File: src/rtl/xlat_pkg.sv
package xlat_pkg;
    localparam int ADDR_W    = 32;
    localparam int NUM_WIN   = 3;
    localparam int NUM_REGS  = 2 * NUM_WIN;
    localparam int SEL_W     = $clog2(NUM_REGS + 2);
    localparam int IDX_W     = $clog2(NUM_WIN + 1);
    localparam int IO_WIN    = NUM_WIN - 1;
    localparam int MIN_SHIFT = 20;
    localparam int MAX_CODE  = 9;
    localparam int IO_SHIFT  = 24;
    localparam int CT_W      = 3;

    localparam logic [CT_W-1:0] CT_IO      = 3'b001;
    localparam logic [CT_W-1:0] CT_MEM     = 3'b011;
    localparam logic [CT_W-1:0] CT_CONFIG  = 3'b101;
    localparam logic [CT_W-1:0] CT_MEMMULT = 3'b111;

    localparam logic [IDX_W-1:0] MISS_IDX = IDX_W'(NUM_WIN);
endpackage

File: src/rtl/xlat_regfile.sv
module xlat_regfile
    import xlat_pkg::*;
(
    input  logic                             clk,
    input  logic                             rst_n,
    input  logic                             wr_en,
    input  logic [SEL_W-1:0]                 wr_sel,
    input  logic [ADDR_W-1:0]                wr_data,
    output logic [NUM_REGS-1:0][ADDR_W-1:0]  regs_q
);
    for (genvar i = 0; i < NUM_REGS; i++) begin : g_reg
        always_ff @(posedge clk or negedge rst_n) begin
            if (!rst_n) begin
                regs_q[i] <= '0;
            end else if (wr_en && (wr_sel == SEL_W'(i))) begin
                regs_q[i] <= wr_data;
            end
        end

        AST_WR_TAKES_EFFECT: assert property (@(posedge clk) disable iff (!rst_n)
            (wr_en && wr_sel == SEL_W'(i)) |=> (regs_q[i] == $past(wr_data)));
        AST_REG_HOLDS: assert property (@(posedge clk) disable iff (!rst_n)
            !(wr_en && wr_sel == SEL_W'(i)) |=> $stable(regs_q[i]));
    end
endmodule

File: src/rtl/xlat_window.sv
module xlat_window
    import xlat_pkg::*;
#(
    parameter bit IO_LAYOUT = 1'b0
) (
    input  logic              clk,
    input  logic              rst_n,
    input  logic [ADDR_W-1:0] base_reg,
    input  logic [ADDR_W-1:0] map_reg,
    input  logic [ADDR_W-1:0] lb_addr,
    output logic              match,
    output logic [ADDR_W-1:0] xaddr,
    output logic [CT_W-1:0]   ctype,
    output logic              low_en,
    output logic              pref
);
    logic              enable;
    logic [3:0]        code;
    logic [5:0]        shamt;
    logic [ADDR_W-1:0] off_mask;

    always_comb begin
        enable = base_reg[0];
        code   = base_reg[7:4];
        if (IO_LAYOUT) begin
            shamt  = 6'(IO_SHIFT);
            ctype  = CT_IO;
            low_en = 1'b1;
            pref   = 1'b0;
        end else begin
            shamt  = (code > 4'(MAX_CODE)) ? 6'(MIN_SHIFT + MAX_CODE) : 6'(MIN_SHIFT) + 6'(code);
            ctype  = map_reg[3:1];
            low_en = map_reg[0];
            pref   = base_reg[2];
        end
        off_mask = ~({ADDR_W{1'b1}} << shamt);
        match    = enable && (((lb_addr ^ base_reg) & ~off_mask) == '0);
        xaddr    = (map_reg & ~off_mask) | (lb_addr & off_mask);
        if (!low_en) begin
            xaddr[1:0] = 2'b00;
        end
    end

    AST_DISABLED_NO_MATCH: assert property (@(posedge clk) disable iff (!rst_n)
        !base_reg[0] |-> !match);
    AST_LOW_BITS_ZERO: assert property (@(posedge clk) disable iff (!rst_n)
        (match && !low_en) |-> (xaddr[1:0] == 2'b00));
endmodule

File: src/rtl/xlat_prio.sv
module xlat_prio
    import xlat_pkg::*;
(
    input  logic               clk,
    input  logic               rst_n,
    input  logic [NUM_WIN-1:0] match,
    output logic [NUM_WIN-1:0] grant,
    output logic [IDX_W-1:0]   idx,
    output logic               miss
);
    always_comb begin
        grant = '0;
        idx   = MISS_IDX;
        for (int i = NUM_WIN - 1; i >= 0; i--) begin
            if (match[i]) begin
                grant = '0;
                grant[i] = 1'b1;
                idx = IDX_W'(i);
            end
        end
        miss = (grant == '0);
    end

    AST_GRANT_ONEHOT: assert property (@(posedge clk) disable iff (!rst_n)
        $onehot0(grant));
    AST_GRANT_IN_MATCH: assert property (@(posedge clk) disable iff (!rst_n)
        ((grant & ~match) == '0));
endmodule

File: src/rtl/addr_window_xlat.sv
module addr_window_xlat
    import xlat_pkg::*;
(
    input  logic        clk,
    input  logic        rst_n,
    input  logic        wr_en,
    input  logic [2:0]  wr_sel,
    input  logic [31:0] wr_data,
    input  logic [31:0] lb_addr,
    output logic [31:0] pci_addr,
    output logic [2:0]  cyc_type,
    output logic        ad_low_en,
    output logic        prefetch,
    output logic [1:0]  hit_win,
    output logic        miss
);
    logic [NUM_REGS-1:0][ADDR_W-1:0] regs_q;
    logic [NUM_WIN-1:0]              win_match;
    logic [NUM_WIN-1:0][ADDR_W-1:0]  win_addr;
    logic [NUM_WIN-1:0][CT_W-1:0]    win_ct;
    logic [NUM_WIN-1:0]              win_low;
    logic [NUM_WIN-1:0]              win_pref;
    logic [NUM_WIN-1:0]              grant;
    logic [IDX_W-1:0]                sel_idx;
    logic                            no_hit;

    xlat_regfile u_regs (
        .clk     (clk),
        .rst_n   (rst_n),
        .wr_en   (wr_en),
        .wr_sel  (wr_sel),
        .wr_data (wr_data),
        .regs_q  (regs_q)
    );

    for (genvar w = 0; w < NUM_WIN; w++) begin : g_win
        xlat_window #(.IO_LAYOUT(w == IO_WIN)) u_win (
            .clk      (clk),
            .rst_n    (rst_n),
            .base_reg (regs_q[2*w]),
            .map_reg  (regs_q[2*w+1]),
            .lb_addr  (lb_addr),
            .match    (win_match[w]),
            .xaddr    (win_addr[w]),
            .ctype    (win_ct[w]),
            .low_en   (win_low[w]),
            .pref     (win_pref[w])
        );
    end

    xlat_prio u_prio (
        .clk   (clk),
        .rst_n (rst_n),
        .match (win_match),
        .grant (grant),
        .idx   (sel_idx),
        .miss  (no_hit)
    );

    always_comb begin
        pci_addr  = '0;
        cyc_type  = '0;
        ad_low_en = 1'b0;
        prefetch  = 1'b0;
        for (int w = 0; w < NUM_WIN; w++) begin
            if (grant[w]) begin
                pci_addr  = win_addr[w];
                cyc_type  = win_ct[w];
                ad_low_en = win_low[w];
                prefetch  = win_pref[w];
            end
        end
        hit_win = sel_idx;
        miss    = no_hit;
    end

    AST_WIN0_WINS: assert property (@(posedge clk) disable iff (!rst_n)
        win_match[0] |-> (hit_win == 2'd0));
    AST_MISS_NO_MATCH: assert property (@(posedge clk) disable iff (!rst_n)
        miss |-> ((win_match == '0) && (pci_addr == '0) && (hit_win == 2'd3)));
    AST_IO_CYCLE: assert property (@(posedge clk) disable iff (!rst_n)
        (hit_win == 2'd2) |-> ((cyc_type == CT_IO) && ad_low_en && !prefetch));
endmodule

File: config.mk
export PLATFORM = sky130hd
export DESIGN_NAME = addr_window_xlat
export DESIGN_NICKNAME = d
export VERILOG_FILES = /design/src/rtl/xlat_pkg.sv /design/src/rtl/xlat_regfile.sv /design/src/rtl/xlat_window.sv /design/src/rtl/xlat_prio.sv /design/src/rtl/addr_window_xlat.sv
export SDC_FILE = /design/constraint.sdc
export NUM_CORES = 1
export LEC_CHECK = 0
export BUFFER_PORTS_ARGS = -buffer_cell sky130_fd_sc_hd__buf_2
export CAP_MARGIN = 10
export CORE_ASPECT_RATIO = 0.8
export CORE_MARGIN = 1.5
export CORE_UTILIZATION = 45
export DETAILED_ROUTE_END_ITERATION = 8
export PLACE_DENSITY = 0.69
export SYNTH_ARGS = -nofsm -noshare
export SYNTH_HDL_FRONTEND = slang
export SYNTH_SLANG_ARGS = --single-unit
File: constraint.sdc
create_clock -name clk -period 5.65 [get_ports clk]
set_input_delay 0.8475 -clock clk [delete_from_list [all_inputs] [get_ports clk]]
set_output_delay 0.8475 -clock clk [all_outputs]
set_load 0.1 [all_outputs]
Word-level counts from Yosys, hierarchy flattened
Index checks and enable logic that the tools add are counted.
- register bits after elaboration: 192
- latch bits: 0
- RAM bits: 0
- memory bits (read-only): 0
- input bits: 70
- output and inout bits: 40
- logic and storage cells: 69
- memories: 0
- add/sub/neg operators: 2
- multipliers: 0
- div/mod/pow operators: 0
- order comparisons: 2
- equality and inequality tests: 5
- shifts and indexed selects: 2
- muxes and demuxes: 22
- bitwise gates (word level): 16
- reductions and logical operators: 14
- operators with widths (operator ; count):
    AND 32 bit ; 6
    inverter 32 bit ; 4
    zero test 32 bit ; 3
    2-to-1 mux 32 bit ; 3
    XOR 32 bit ; 3
    OR 32 bit ; 2
    left shift 32 x 6 -> 32 bit, first input constant ; 2
    OR 32 x 24 -> 32 bit ; 1
    2-to-1 mux 3 bit ; 6
    adder 5 x 4 -> 6 bit, first input constant ; 2
    2-to-1 mux 6 bit ; 2
    logical AND 1 bit ; 9
    > comparator 4 bit, second input constant ; 2
    2-to-1 mux 2 bit ; 4
    2-to-1 mux 1 bit ; 7
    == test 3 x 2 -> 1 bit, second input constant ; 2
    == test 3 bit, second input constant ; 2
    zero test 3 bit ; 2
    == test 3 x 1 -> 1 bit, second input constant ; 1

Logic depth before layout (Yosys ltp)
- depth after elaboration: 13
- mapped depth: 9
- mapped depth without buffers: 6

Modules after synthesis
Synthesis repeated with hierarchy kept, for this count alone.
- cells, all modules: 780
- area total of the unflattened synthesis: 9726.8 um2
- modules (own cells, without submodules) (module ; instances ; cells each ; area each (um2) ; seq. area each (um2)):
    xlat_regfile ; 1 ; 412 ; 7300.8 ; 4804.6
    addr_window_xlat ; 1 ; 168 ; 1029.7 ; 0.0
    xlat_window (g_win[0].u_win ...) ; 2 ; 71 ; 489.2 ; 0.0
    xlat_window (g_win[2].u_win) ; 1 ; 51 ; 380.4 ; 0.0
    xlat_prio ; 1 ; 7 ; 37.5 ; 0.0

Worst setup path after synthesis
Ideal clock, no wire load.
- path kind: input to output
- from: in lb_addr[25]
- to: out pci_addr[20]
- arrival: 3.534 ns
- data required time: 4.803 ns
- setup slack: 1.269 ns
- stages on the path: 8
- buffers on the path: 2
- path through: xor2_1 -> a22o_1 -> a211oi_1 -> and3_1 -> buf_2 -> buf_2 -> a22oi_1 -> a21oi_1
- longest elaborated chain between the ends: 9
- elaborated cells between the ends (all ways): 17
- those cells by class: 6 x mux; 5 x bitwise; 6 x reduce/logical
- ends and longest elaborated chain (element ; line ; text):
    start: declaration ; addr_window_xlat.sv:9 ; input logic [31:0] lb_addr,
    XOR 32 bit ; xlat_window.sv:37 ; match = enable && (((lb_addr ^ base_reg) & ~off_mask) == '0);
    AND 32 bit ; xlat_window.sv:37 ;
    zero test 32 bit ; xlat_window.sv:37 ;
    logical AND 1 bit ; xlat_window.sv:37 ;
    2-to-1 mux 3 bit ; xlat_prio.sv:15 ; if (match[i]) begin
    2-to-1 mux 3 bit * ; xlat_prio.sv:15 ;
    2-to-1 mux 32 bit (2 in series) ; addr_window_xlat.sv:66 ; if (grant[w]) begin
    2-to-1 mux 32 bit * ; addr_window_xlat.sv:66 ;
    end: declaration ; addr_window_xlat.sv:10 ; output logic [31:0] pci_addr,
Every way passes the cells marked *; elsewhere a longest branch is shown, timed or not.

Worst setup path in the final report
- from: in lb_addr[25]
- to: out cyc_type[2]
- longest elaborated chain between the ends: 9
- elaborated cells between the ends (all ways): 17
- those cells by class: 6 x mux; 5 x bitwise; 6 x reduce/logical
- ends and longest elaborated chain (element ; line ; text):
    XOR 32 bit ; xlat_window.sv:37 ;
    AND 32 bit ; xlat_window.sv:37 ;
    zero test 32 bit ; xlat_window.sv:37 ;
    logical AND 1 bit ; xlat_window.sv:37 ;
    2-to-1 mux 3 bit ; xlat_prio.sv:15 ;
    2-to-1 mux 3 bit * ; xlat_prio.sv:15 ;
    2-to-1 mux 3 bit (2 in series) ; addr_window_xlat.sv:66 ;
    2-to-1 mux 3 bit * ; addr_window_xlat.sv:66 ;
    end: declaration ; addr_window_xlat.sv:11 ; output logic [2:0] cyc_type,
Marks and branches as above.

==> metrics.txt <==
maximum VDD drop=0.1897 mV; Initial DRC Count=143; CP Class=input port to output port; Die Wd=113.9 um; worst-path maximum fanout=16; max_cap viols=0; DP Wirelength=7.346 mm; Rows=32; Final Setup Violations=0; Post-synth ARST share=1.000; postcts setup bufs=0; Synth Net Count=439; All-Layer GR Usage=0.2083; Synth area leaders=dfrtp_1 48%, mux2_2 25%, xor2_1 3.8%; endpoints failing hold=0; crit path cell chain=buf_2 > xor2_1 > a22o_1 > a211oi_1 > and3_1 > and2_1 > a22o_1 > buf_2; first drt pass iteration count=4; yosys warns=0; count of state elements after synthesis=85; num ports=110; Crit-path slowest cell=and3_1; top_reg_cell synth=dfrtp_1; RePlAce Congestion=0.8138; footprint of the multi-input gates=2178 um2; fin nets=527; RSZ-0062 raised after global routing=no; Layout Utilization=0.5534; largest net degree at the start of global routing=86; clock buffer count from CTS=9; vias in the first global route=3200; maximum clock rate=232.6 MHz; share of layout cells above drive strength 1=0.4784; DR vias/cell=5.551; post-synthesis sequential area ratio=0.4804; largest reg by FF count=u_regs.regs_q; Port-buffer cells=97; placed instance area=4991 um2; syn avg cell area=12.00 um2; Worst EP required=4800 ps; most common cell in the netlist=mux2_2; antenna violations before repair=0; Reg clk slew, reported paths=60 ps; slew margin rel.=0.2834; worst skew pair latency=340 ps; CTS max path bufs=2; # diodes=0; status=finished, final reports clean; worst min path class=flop to flop; Syn Inst Count=369; DRC Markers=0; Largest register FFs=85; Worst-Margin Slew=1069 ps; min Tclk post-route=4300 ps; CP delay by family, top=simple AND/OR/NAND/NOR gates; fin area=5318 um2; Worst setup SP type=input port; fillers=840; count of pins over their slew limit=0; final setup TNS=0 ps; full die area=10450 um2; clock sink count=85; WL/cell=18.25 um; initial core utilization=0.4608; area leader, netlist=dfrtp_1; die height=91.73 um; # resized after CTS=0; CP arrival=3450 ps; Netlist cell types=40; grt ovf=0; registers with the most flip-flops=u_regs.regs_q: 85 flops; Worst Path Buf+Inv=2; most common library cells after synthesis=98 x mux2_2, 85 x dfrtp_1, 22 x nor2b_1; period utilisation layout=0.7611; register area=2127 um2; Final ANT Viol Nets=0; H-tree depth=3; first-pass GRT wire length=16.62 mm; Vias=3225; static leakage=2.418 nW; CTS tree=done; Syn Std Cell Area=4428 um2; CP endpoint kind=output port; clk_skew=0 ps; CTS root buffer=clkbuf_16; P&R area growth vs syn=20.09%; core area=9609 um2; EDFF count, synth=0; total wire length=10.61 mm; power density over the cells=366.8 nW/um2; CTS Hold Bufs=0; CP max stage delay=790 ps; share of the synthesized area in the top cell type=0.4804
-- per-stage QoR --
step,hold slack (ps),std cells,power [mW],setup WS [ps]
2_1_floorplan,472.7,369,1.191,1269
3_3_place_gp,481.0,565,1.299,1352
3_5_place_dp,488.3,565,1.318,1387
4_1_cts,502.4,581,1.959,1381
5_1_grt,516.8,581,2.037,1251
6_report,498.5,581,1.950,1350
-- cells by family (layout without fill, tap and decap cells) --
kind of cell,count (synthesis),count (layout),share of synthesized area
XOR/XNOR,32,32,0.06329
buffers and inverters,27,120,0.02882
AND/OR/NAND/NOR,70,70,0.09099
flip-flops,85,85,0.4804
multiplexers,98,98,0.2492
AO/OA/AOI/OAI,57,57,0.08731
-- power breakdown --
| group | switching (mW) | internal (mW) | leakage, nW | total, mW |
|---|---|---|---|---|
| clock | 0.240 | 0.400 | 0.152 | 0.640 |
| combinational | 0.251 | 0.215 | 1.25 | 0.466 |
| sequential | 0.101 | 0.743 | 1.02 | 0.844 |
| total | 0.592 | 1.36 | 2.42 | 1.95 |
-- cell usage in the layout (no fill, tap or decap), types with 3 or more instances in the layout --
cell type | netlist | layout
o21ai_0 | 4 | 4
nand4_1 | 4 | 4
xnor2_1 | 13 | 13
mux2_2 | 98 | 98
buf_2 | 12 | 96
nor2_1 | 17 | 17
nor2b_1 | 22 | 22
a21oi_1 | 20 | 20
buf_4 | 1 | 7
dfrtp_1 | 85 | 85
a22oi_1 | 12 | 12
and2_1 | 3 | 3
nor3_1 | 4 | 4
clkbuf_16 | 0 | 9
nand2_1 | 7 | 7
xor2_1 | 19 | 19
a22o_1 | 5 | 5
a211oi_1 | 4 | 4
-- path summary, 6_finish.rpt --
kind | startpoint | endpoint | slack, ps | cells past startpoint
max | lb_addr[25] | cyc_type[2] | 1350 | 8
min | u_regs.regs_q[59] | u_regs.regs_q[59] | 500 | 1
max reg2reg | u_regs.regs_q[71] | u_regs.regs_q[71] | 4680 | 2
min reg2reg | u_regs.regs_q[59] | u_regs.regs_q[59] | 500 | 1
max in group asynchronous | rst_n | u_regs.regs_q[55] | 4250 | 1
min in group asynchronous | rst_n | u_regs.regs_q[156] | 690 | 1
-- final cells by class --
cell class,count,share of cell area
multi-input cells,257,0.4096
flip-flops and latches,85,0.4000
repair buffers,103,0.1002
clock buffers,11,0.04565
well taps,119,0.02800
clock inverters,5,0.01576
inverters,1,0.0007059
-- layer usage --
metal / wire length (um) / track usage / part of all wire
met1: 4929 / 0.2866 / 0.46
met2: 4881 / 0.3318 / 0.46
met3: 663 / 0.04957 / 0.063
met4: 131 / 0.05521 / 0.012
met5: 0 / 0 / 0
Power figures use the tool's default switching activity.
